### config.mk
export PLATFORM = sky130hd
export DESIGN_NAME = padmux_ctrl
export DESIGN_NICKNAME = d
export VERILOG_FILES = /design/src/rtl/pinctl_pkg.sv /design/src/rtl/pinctl_sync.sv /design/src/rtl/pinctl_regs.sv /design/src/rtl/pinctl_route.sv /design/src/rtl/padmux_ctrl.sv
export SDC_FILE = /design/constraint.sdc
export NUM_CORES = 1
export LEC_CHECK = 0
export ABC_AREA = 1
export BUFFER_PORTS_ARGS = -buffer_cell sky130_fd_sc_hd__buf_2
export CORE_UTILIZATION = 40
export DETAILED_ROUTE_END_ITERATION = 7
export PLACE_DENSITY_LB_ADDON = 0.08
export SYNTH_ARGS = -nofsm -noshare
export SYNTH_HDL_FRONTEND = slang
export SYNTH_HIERARCHICAL = 1
export SYNTH_SLANG_ARGS = --single-unit
### constraint.sdc
create_clock -name clk -period 1.6 [get_ports clk]
set_input_delay 0.16 -clock clk [delete_from_list [all_inputs] [get_ports clk]]
set_output_delay 0.16 -clock clk [all_outputs]
set_load 0.01 [all_outputs]
### src/rtl/pinctl_pkg.sv
package pinctl_pkg;
  localparam int DATA_W = 32;

  typedef enum logic [2:0] {
    RG_MUX  = 3'd0,
    RG_PEN  = 3'd1,
    RG_PDIR = 3'd2,
    RG_DIR  = 3'd3,
    RG_OUT  = 3'd4,
    RG_IN   = 3'd5
  } reg_idx_e;

  // bit of pin p inside a per-pin word
  function automatic int pin_pos(input int p, input int per_bank, input int stride);
    return (p / per_bank) * stride + (p % per_bank);
  endfunction
endpackage

### src/rtl/pinctl_sync.sv
module pinctl_sync #(
  parameter int NUM_PINS = 12
) (
  input  logic                clk,
  input  logic                rst,
  input  logic [NUM_PINS-1:0] pad_di,
  output logic [NUM_PINS-1:0] sync_out
);
  logic [NUM_PINS-1:0] stage1;
  logic [1:0]          settle;

  for (genvar p = 0; p < NUM_PINS; p++) begin : g_pin
    always_ff @(posedge clk) begin
      if (rst) begin
        stage1[p]   <= 1'b0;
        sync_out[p] <= 1'b0;
      end else begin
        stage1[p]   <= pad_di[p];
        sync_out[p] <= stage1[p];
      end
    end
  end

  always_ff @(posedge clk) begin
    if (rst) settle <= 2'd0;
    else if (settle != 2'd3) settle <= settle + 2'd1;
  end

  AST_SYNC_DELAY: assert property (@(posedge clk) disable iff (rst)
    (settle >= 2'd2) |-> (sync_out == $past(pad_di, 2)));
endmodule

### src/rtl/pinctl_regs.sv
module pinctl_regs #(
  parameter int NUM_PINS    = 12,
  parameter int NUM_GROUPS  = 4,
  parameter int PER_BANK    = 6,
  parameter int STRIDE      = 8,
  parameter bit SHARED_PULL = 1'b0,
  parameter int PEN_SHIFT   = 16,
  parameter int ADDR_W      = 8
) (
  input  logic                  clk,
  input  logic                  rst,
  input  logic                  wr_en,
  input  logic                  rd_en,
  input  logic [ADDR_W-1:0]     addr,
  input  logic [31:0]           wdata,
  input  logic [31:0]           wmask,
  input  logic [NUM_PINS-1:0]   sync_in,
  output logic [31:0]           rdata,
  output logic                  rvalid,
  output logic [NUM_GROUPS-1:0] mux_en,
  output logic [NUM_PINS-1:0]   pen,
  output logic [NUM_PINS-1:0]   pdir,
  output logic [NUM_PINS-1:0]   dir,
  output logic [NUM_PINS-1:0]   dout
);
  import pinctl_pkg::*;
  localparam int WORD_W = ADDR_W - 2;

  logic [WORD_W-1:0] word;
  logic aligned, hit_mux, hit_pen, hit_pdir, hit_dir, hit_out, hit_in, pen_hit, mapped;
  logic [31:0] w_mux, w_pen, w_pdir, w_dir, w_out, w_in, rd_word;

  function automatic int pbit(input int p);
    return pin_pos(p, PER_BANK, STRIDE);
  endfunction

  function automatic int ebit(input int p);
    return SHARED_PULL ? pin_pos(p, PER_BANK, STRIDE) + PEN_SHIFT : pin_pos(p, PER_BANK, STRIDE);
  endfunction

  assign word     = addr[ADDR_W-1:2];
  assign aligned  = (addr[1:0] == 2'b00);
  assign hit_mux  = aligned && (word == WORD_W'(RG_MUX));
  assign hit_pen  = aligned && (word == WORD_W'(RG_PEN)) && !SHARED_PULL;
  assign hit_pdir = aligned && (word == WORD_W'(RG_PDIR));
  assign hit_dir  = aligned && (word == WORD_W'(RG_DIR));
  assign hit_out  = aligned && (word == WORD_W'(RG_OUT));
  assign hit_in   = aligned && (word == WORD_W'(RG_IN));
  assign pen_hit  = SHARED_PULL ? hit_pdir : hit_pen;
  assign mapped   = hit_mux | hit_pen | hit_pdir | hit_dir | hit_out | hit_in;

  // register state, written under per-bit mask
  always_ff @(posedge clk) begin
    if (rst) begin
      mux_en <= '0;
      pen    <= '0;
      pdir   <= '0;
      dir    <= '1;
      dout   <= '0;
    end else if (wr_en) begin
      for (int g = 0; g < NUM_GROUPS; g++)
        if (hit_mux && wmask[g]) mux_en[g] <= wdata[g];
      for (int p = 0; p < NUM_PINS; p++) begin
        if (hit_dir  && wmask[pbit(p)]) dir[p]  <= wdata[pbit(p)];
        if (hit_out  && wmask[pbit(p)]) dout[p] <= wdata[pbit(p)];
        if (hit_pdir && wmask[pbit(p)]) pdir[p] <= wdata[pbit(p)];
        if (pen_hit  && wmask[ebit(p)]) pen[p]  <= wdata[ebit(p)];
      end
    end
  end

  // readback words
  always_comb begin
    w_mux  = '0;
    w_pen  = '0;
    w_pdir = '0;
    w_dir  = '0;
    w_out  = '0;
    w_in   = '0;
    for (int g = 0; g < NUM_GROUPS; g++) w_mux[g] = mux_en[g];
    for (int p = 0; p < NUM_PINS; p++) begin
      w_dir[pbit(p)]  = dir[p];
      w_out[pbit(p)]  = dout[p];
      w_in[pbit(p)]   = sync_in[p];
      w_pdir[pbit(p)] = pdir[p];
      if (SHARED_PULL) w_pdir[ebit(p)] = pen[p];
      else             w_pen[ebit(p)]  = pen[p];
    end
  end

  always_comb begin
    rd_word = '0;
    if (hit_mux)  rd_word = w_mux;
    if (hit_pen)  rd_word = w_pen;
    if (hit_pdir) rd_word = w_pdir;
    if (hit_dir)  rd_word = w_dir;
    if (hit_out)  rd_word = w_out;
    if (hit_in)   rd_word = w_in;
  end

  always_ff @(posedge clk) begin
    if (rst) begin
      rdata  <= '0;
      rvalid <= 1'b0;
    end else begin
      rvalid <= rd_en;
      if (rd_en) rdata <= rd_word;
    end
  end

  AST_READ_LATENCY: assert property (@(posedge clk) disable iff (rst)
    rd_en |=> rvalid);
  AST_UNMAPPED_ZERO: assert property (@(posedge clk) disable iff (rst)
    (rd_en && !mapped) |=> (rdata == 32'd0));
  AST_MASK_KEEPS_BIT: assert property (@(posedge clk) disable iff (rst)
    (wr_en && hit_dir && !wmask[pbit(0)]) |=> $stable(dir[0]));
  AST_INPUT_READONLY: assert property (@(posedge clk) disable iff (rst)
    (wr_en && hit_in) |=> ($stable(dir) && $stable(dout) && $stable(pdir) && $stable(pen)));
endmodule

### src/rtl/pinctl_route.sv
module pinctl_route #(
  parameter int NUM_PINS   = 12,
  parameter int NUM_GROUPS = 4,
  parameter logic [NUM_GROUPS*NUM_PINS-1:0] GROUP_PINS = '0
) (
  input  logic                           clk,
  input  logic                           rst,
  input  logic [NUM_GROUPS-1:0]          mux_en,
  input  logic [NUM_PINS-1:0]            pen,
  input  logic [NUM_PINS-1:0]            pdir,
  input  logic [NUM_PINS-1:0]            dir,
  input  logic [NUM_PINS-1:0]            dout,
  input  logic [NUM_GROUPS*NUM_PINS-1:0] grp_oe,
  input  logic [NUM_GROUPS*NUM_PINS-1:0] grp_do,
  output logic [NUM_PINS-1:0]            pad_oe,
  output logic [NUM_PINS-1:0]            pad_do,
  output logic [NUM_PINS-1:0]            pad_pu,
  output logic [NUM_PINS-1:0]            pad_pd
);
  logic [NUM_PINS-1:0] nxt_oe, nxt_do;

  // highest group visited first so the lowest enabled group wins
  always_comb begin
    for (int p = 0; p < NUM_PINS; p++) begin
      nxt_oe[p] = ~dir[p];
      nxt_do[p] = dout[p];
      for (int g = NUM_GROUPS - 1; g >= 0; g--) begin
        if (mux_en[g] && GROUP_PINS[g*NUM_PINS+p]) begin
          nxt_oe[p] = grp_oe[g*NUM_PINS+p];
          nxt_do[p] = grp_do[g*NUM_PINS+p];
        end
      end
    end
  end

  always_ff @(posedge clk) begin
    if (rst) begin
      pad_oe <= '0;
      pad_do <= '0;
      pad_pu <= '0;
      pad_pd <= '0;
    end else begin
      pad_oe <= nxt_oe;
      pad_do <= nxt_do;
      pad_pu <= pen & pdir;
      pad_pd <= pen & ~pdir;
    end
  end

  for (genvar p = 0; p < NUM_PINS; p++) begin : g_chk
    AST_PULL_EXCLUSIVE: assert property (@(posedge clk) disable iff (rst)
      !(pad_pu[p] && pad_pd[p]));
    if (GROUP_PINS[p]) begin : g_grp0
      AST_GROUP0_OWNS: assert property (@(posedge clk) disable iff (rst)
        mux_en[0] |=> (pad_oe[p] == $past(grp_oe[p])));
    end
  end
endmodule

### src/rtl/padmux_ctrl.sv
module padmux_ctrl #(
  parameter int NUM_BANKS     = 2,
  parameter int PINS_PER_BANK = 6,
  parameter int BANK_STRIDE   = 8,
  parameter int NUM_GROUPS    = 4,
  parameter bit SHARED_PULL   = 1'b0,
  parameter int PEN_SHIFT     = 16,
  parameter int ADDR_W        = 8,
  parameter int NUM_PINS      = NUM_BANKS * PINS_PER_BANK,
  parameter logic [NUM_GROUPS*NUM_PINS-1:0] GROUP_PINS = 48'hF80_0C0_00E_003
) (
  input  logic                           clk,
  input  logic                           rst,
  input  logic                           wr_en,
  input  logic                           rd_en,
  input  logic [ADDR_W-1:0]              addr,
  input  logic [31:0]                    wdata,
  input  logic [31:0]                    wmask,
  output logic [31:0]                    rdata,
  output logic                           rvalid,
  input  logic [NUM_GROUPS*NUM_PINS-1:0] grp_oe,
  input  logic [NUM_GROUPS*NUM_PINS-1:0] grp_do,
  input  logic [NUM_PINS-1:0]            pad_di,
  output logic [NUM_PINS-1:0]            pad_oe,
  output logic [NUM_PINS-1:0]            pad_do,
  output logic [NUM_PINS-1:0]            pad_pu,
  output logic [NUM_PINS-1:0]            pad_pd
);
  logic [NUM_PINS-1:0]   sync_in, pen, pdir, dir, dout;
  logic [NUM_GROUPS-1:0] mux_en;

  pinctl_sync #(.NUM_PINS(NUM_PINS)) u_sync (
    .clk(clk), .rst(rst), .pad_di(pad_di), .sync_out(sync_in)
  );

  pinctl_regs #(
    .NUM_PINS(NUM_PINS), .NUM_GROUPS(NUM_GROUPS), .PER_BANK(PINS_PER_BANK),
    .STRIDE(BANK_STRIDE), .SHARED_PULL(SHARED_PULL), .PEN_SHIFT(PEN_SHIFT), .ADDR_W(ADDR_W)
  ) u_regs (
    .clk(clk), .rst(rst), .wr_en(wr_en), .rd_en(rd_en), .addr(addr),
    .wdata(wdata), .wmask(wmask), .sync_in(sync_in), .rdata(rdata), .rvalid(rvalid),
    .mux_en(mux_en), .pen(pen), .pdir(pdir), .dir(dir), .dout(dout)
  );

  pinctl_route #(
    .NUM_PINS(NUM_PINS), .NUM_GROUPS(NUM_GROUPS), .GROUP_PINS(GROUP_PINS)
  ) u_route (
    .clk(clk), .rst(rst), .mux_en(mux_en), .pen(pen), .pdir(pdir), .dir(dir),
    .dout(dout), .grp_oe(grp_oe), .grp_do(grp_do),
    .pad_oe(pad_oe), .pad_do(pad_do), .pad_pu(pad_pu), .pad_pd(pad_pd)
  );

  AST_RESET_PADS: assert property (@(posedge clk) disable iff (rst)
    $past(rst) |-> (pad_oe == '0 && pad_pu == '0 && pad_pd == '0));
endmodule

==> Yosys cells after proc, flatten, opt, wreduce, memory -nomap -nowiden <==
Cells that the tools add are included.
{ "totals": {"register_bits": 157, "latchBits": 0, "mem_bits_rw": 0, "rom_bits": 0, "inputBits": 184, "output_inout_bits": 81, "word_cells": 244, "mem_count": 0} }
{ "op_classes": {"n_addsub": 0, "multipliers": 0, "div": 0, "order_cmp": 0, "eq_ne": 5, "shifts": 0, "n_mux": 30, "bitwise": 15, "n_reduce_logical": 112} }
{ "op_table": {"columns": ["op", "count"], "rows": [
  ["AND reduction 2 bit", 52],
  ["2-to-1 mux 14 bit", 5],
  ["logical AND 1 bit", 58],
  ["bitwise AND 12 bit", 2],
  ["2-to-1 mux 1 bit", 24],
  ["equality test 6 x 2 -> 1 bit, second input constant", 2],
  ["equality test 6 x 3 -> 1 bit, second input constant", 2],
  ["NOT 1 bit", 12],
  ["NOT 12 bit", 1],
  ["equality test 6 x 1 -> 1 bit, second input constant", 1],
  ["logical NOT 6 bit", 1],
  ["2-to-1 mux 4 bit", 1],
  ["logical NOT 2 bit", 1]
]} }

==> Logic depth before layout (Yosys ltp) <==
{ "logic_depth": {"depth_word": 8, "ltp_mapped": 10, "mapped_depth_nobuf": 9} }

==> Modules after synthesis <==
Netlist, hierarchy kept.
{ "modules_own_cells": {"columns": ["mod", "instances", "cells_each", "area_each_um2", "seq_area_each_um2"], "rows": [
  ["pinctl_regs", 1, 498, 3405.8, 1301.2],
  ["pinctl_route", 1, 196, 1590.3, 960.9],
  ["pinctl_sync", 1, 74, 683.2, 480.5]
]} }

==> Worst setup path after synthesis <==
Ideal clock, no wire load.
{ "synth_timing": {"path_type": "input to register", "startpoint": "input port addr[7]", "endpoint": "register u_regs.dir[0]", "setup_ns": 0.140, "t_arrival_ns": 1.030, "t_required_ns": 1.460, "setup_slack_ns": 0.430, "path_stages": 7, "n_path_buf": 1, "cell_sequence": "nor2_4 nand2_2 inv_1 nand2_1 clkbuf_1 o21ai_0 o311ai_1"} }
{ "synth_between": {"elab_chain_cells": 4} }
{ "synth_lines": {"columns": ["element", "line_no", "text"], "rows": [
  ["start, declared", "padmux_ctrl.sv:16", "input logic [ADDR_W-1:0] addr,"],
  ["equality test 6 x 2 -> 1 bit", "pinctl_regs.sv:46", "assign hit_dir = aligned && (word == WORD_W'(RG_DIR));"],
  ["logical AND 1 bit", "pinctl_regs.sv:46", null],
  ["logical AND 1 bit", "pinctl_regs.sv:64", "if (hit_dir && wmask[pbit(p)]) dir[p] <= wdata[pbit(p)];"],
  ["AND reduction 2 bit (no line)", null, null],
  ["end signal, assigned by index", "pinctl_regs.sv:64", null],
  ["end, declared", "pinctl_regs.sv:23", "output logic [NUM_PINS-1:0] dir,"]
]} }
No other way between the ends.
A chain may end at the register's enable or synchronous reset.

==> Worst setup path after layout <==
{ "layout_timing": {"startpoint": "input port addr[4]", "endpoint": "register u_regs.dir[2]"} }
The elaborated chain is that of the path after synthesis.

==> qor.yml <==
run_status:
  outcome: "completed"
placement:
  port_buffers: 132
  gp_congestion: 0.885
  dp_hpwl_mm: 10.8
  dpl.cell_count: 1070
final_layout:
  antenna_cells: 0
  drive_gt1_frac: 0.213
  fin_nets: 1125
  post_layout_nonfiller_instances: 1133
  synthToLayoutAreaGrowth_pct: 29.6
power:
  p_leak_nw: 3.52
  vdd_ir_drop_max_v: 0.000717
  p_per_area_nw_per_um2: 1040
worst_setup_path:
  critPathArrivalTime_ps: 1430
  crit_buf_inv: 3
  ff2ff_path_depth: 6
  crit_slowest_cell: "nor2_1"
  cp_data_required_time_ps: 1870
  critPathMaxStageDelay_ps: 240
  startpoint_type: "input pin"
  crit_family: "simple AND/OR/NAND/NOR gates"
  crit_path_end_kind: "flip-flop"
  path_class: "input pin to flip-flop"
  critical_path.cell_chain: "buf_2 -> nor2_1 -> nand2_2 -> inv_1 -> nand2_1 -> buf_4 -> o21ai_0 -> o311ai_0"
  worstPathMaxFanout: 7
  crit_cells: 8
clocking:
  htree_levels: 4
  cts-resized-gates: 0
  clk_latency_ps: 420
  clock-sinks: 137
  cts_tree: "built"
  cts_max_path_buffers: 2
  clkSlewWorstSetupHoldPaths_ps: 60
  numCtsBuffers: 17
  root_buffer: "clkbuf_16"
timing:
  setup_viol: 0
  drv_slew: 0
  period_share: 0.722
  finClkSkew_ps: 11.0
  min_period_ps: 1160
  clock.fmax_mhz: 866
  relSlewSlack: 0.562
  rsz0062_at_grt: "no"
  setup_tns_ps: 0
  hold_viol_final: 0
  worst-slew-pin-transition_ps: 658
yosys:
  ys_top_cells_by_area: "dfxtp_1 48%, nor2_1 9.7%, nand2_1 8.1%, inv_1 5.5%, a21oi_1 4.4%"
  yosys.area.top_type: "dfxtp_1"
  yosysMostFrequentCell: "nor2_1"
  synth_flop_cell: "dfxtp_1"
  seq_area_frac_synth: 0.483
  synthDominantCellAreaShare: 0.483
  synth_commonest_cells: "147 x nor2_1, 137 x dfxtp_1, 123 x nand2_1"
  synth_cell_types: 29
  syn_area_um2: 5680
  synthCells: 768
  yosysWarningCount: 6
  synth_edf_count: 0
  avgSynthCellArea_um2: 7.39
  ys_async_sr_fraction: 0
  synth-seq-cells: 137
min_path:
  whs_path_depth: 3
  hold_class: "input pin to flip-flop"
die:
  fp.dieW_um: 121
  core_area_um2: 13900
  rows: 43
  dieArea_um2: 14700
  start_util: 0.409
  die_y_um: 121
  ioPinCount: 265
global_route:
  grt_max_degree: 59
  grt-ovfl-total: 0
  antenna_found_initial: 0
  grt_pass1_wl_mm: 24.8
  grt_pass1_vias: 4806
  track_usage: 0.223
detailed_routing:
  drc: 0
  dr.pass1.iters: 7
  viasPerCell: 4.80
  ant_nets: 0
  route.detailed.wl_per_inst_um: 13.9
  drtIter0Drc: 475
  wirelength_mm: 15.7
  vias: 5443
job:
  cap_violations: 0
==> sequential cells by signal, indices dropped and copies added, names as in the netlist <==
signal	flops
u_sync/sync_out	12
u_route/pad_pu	12
u_regs/dir	12
u_regs/pdir	12
u_regs/rvalid	1
u_regs/rdata	12
u_regs/mux_en	4
u_regs/dout	12
u_regs/pen	12
u_sync/stage1	12
u_route/pad_pd	12
u_route/pad_oe	12
u_route/pad_do	12
==> cell families after synthesis <==
logic type / Yosys count / synth area share
AO/OA/AOI/OAI: 105 / 0.0978
buffers and inverters: 141 / 0.124
flip-flops: 137 / 0.483
other: 1 / 0.000660
AND/OR/NAND/NOR: 384 / 0.295
==> report_power, final <==
| part | internal [W] | switching, W | total (W) | leakage, nW |
|---|---|---|---|---|
| Clock | 0.00230 | 0.00141 | 0.00371 | 0.276 |
| Sequential | 0.00346 | 0.0000163 | 0.00348 | 1.11 |
| Combinational | 0.000197 | 0.000307 | 0.000504 | 2.13 |
| Total | 0.00596 | 0.00174 | 0.00769 | 3.52 |
==> path summary, 6_finish.rpt <==
| check | startpoint | endpoint | slack [ps] |
|---|---|---|---|
| setup / recovery | addr[4] | u_regs/dir[2] | 440 |
| hold / removal | wdata[5] | u_regs/dir[5] | 20 |
| setup reg to reg | u_regs/mux_en[3] | u_regs/rdata[3] | 470 |
| hold reg to reg | u_sync/stage1[8] | u_sync/sync_out[8] | 400 |
==> cell type report <==
cell class / count / area [um^2]
Clock inverter: 10 / 103
Tap cell: 180 / 225
Fill cell: 1345 / 6520
Multi-Input combinational cell: 509 / 2300
Inverter: 87 / 332
Sequential cell: 137 / 2740
Timing Repair Buffer: 189 / 1210
Clock buffer: 21 / 450
==> layer usage <==
| metal | share of wire | track usage | vias up |
|---|---|---|---|
| li1 | - | - | 2778 |
| met1 | 0.49 | 0.313 | 2419 |
| met4 | 0.021 | 0.0934 | 0 |
| met3 | 0.070 | 0.0446 | 24 |
| met5 | 0 | 0 | - |
| met2 | 0.42 | 0.331 | 222 |
==> timing repair <==
item                                   in CTS  in global routing
endpoints found under the hold margin      32                  0
hold buffers                               32                  0
buffers inserted                            0                  0
==> stage by stage <==
step           worst slack (ps)  hold slack [ps]  power [W]  utilization  cell area, um^2
2_1_floorplan               430              231    0.00383            -             5750
3_3_place_gp               70.0              360    0.00398        0.467             6490
3_5_place_dp               12.3              366    0.00399        0.467             6490
4_1_cts                     434             5.44    0.00777        0.530             7360
5_1_grt                     295             34.2    0.00800        0.530             7360
6_report                    445             18.6    0.00769        0.530             7360
==> cell usage in the layout, fill, tap and decap left out, types with 7 or more instances in the layout <==
| master | instances |
|---|---|
| clkinv_2 | 7 |
| buf_4 | 22 |
| dfxtp_1 | 137 |
| inv_1 | 83 |
| clkbuf_16 | 17 |
| nor3_1 | 44 |
| dlygate4sd3_1 | 32 |
| nand4_1 | 25 |
| o21ai_0 | 42 |
| a21oi_1 | 50 |
| nand3_1 | 25 |
| conb_1 | 20 |
| nand2_1 | 123 |
| nor2_1 | 147 |
| buf_2 | 132 |
==> tightest hold or removal path, stage by stage <==
cell and delay, ps:
buf_2 110, nand3_1 70, nand3_1 70
Power figures use the tool's default switching activity.
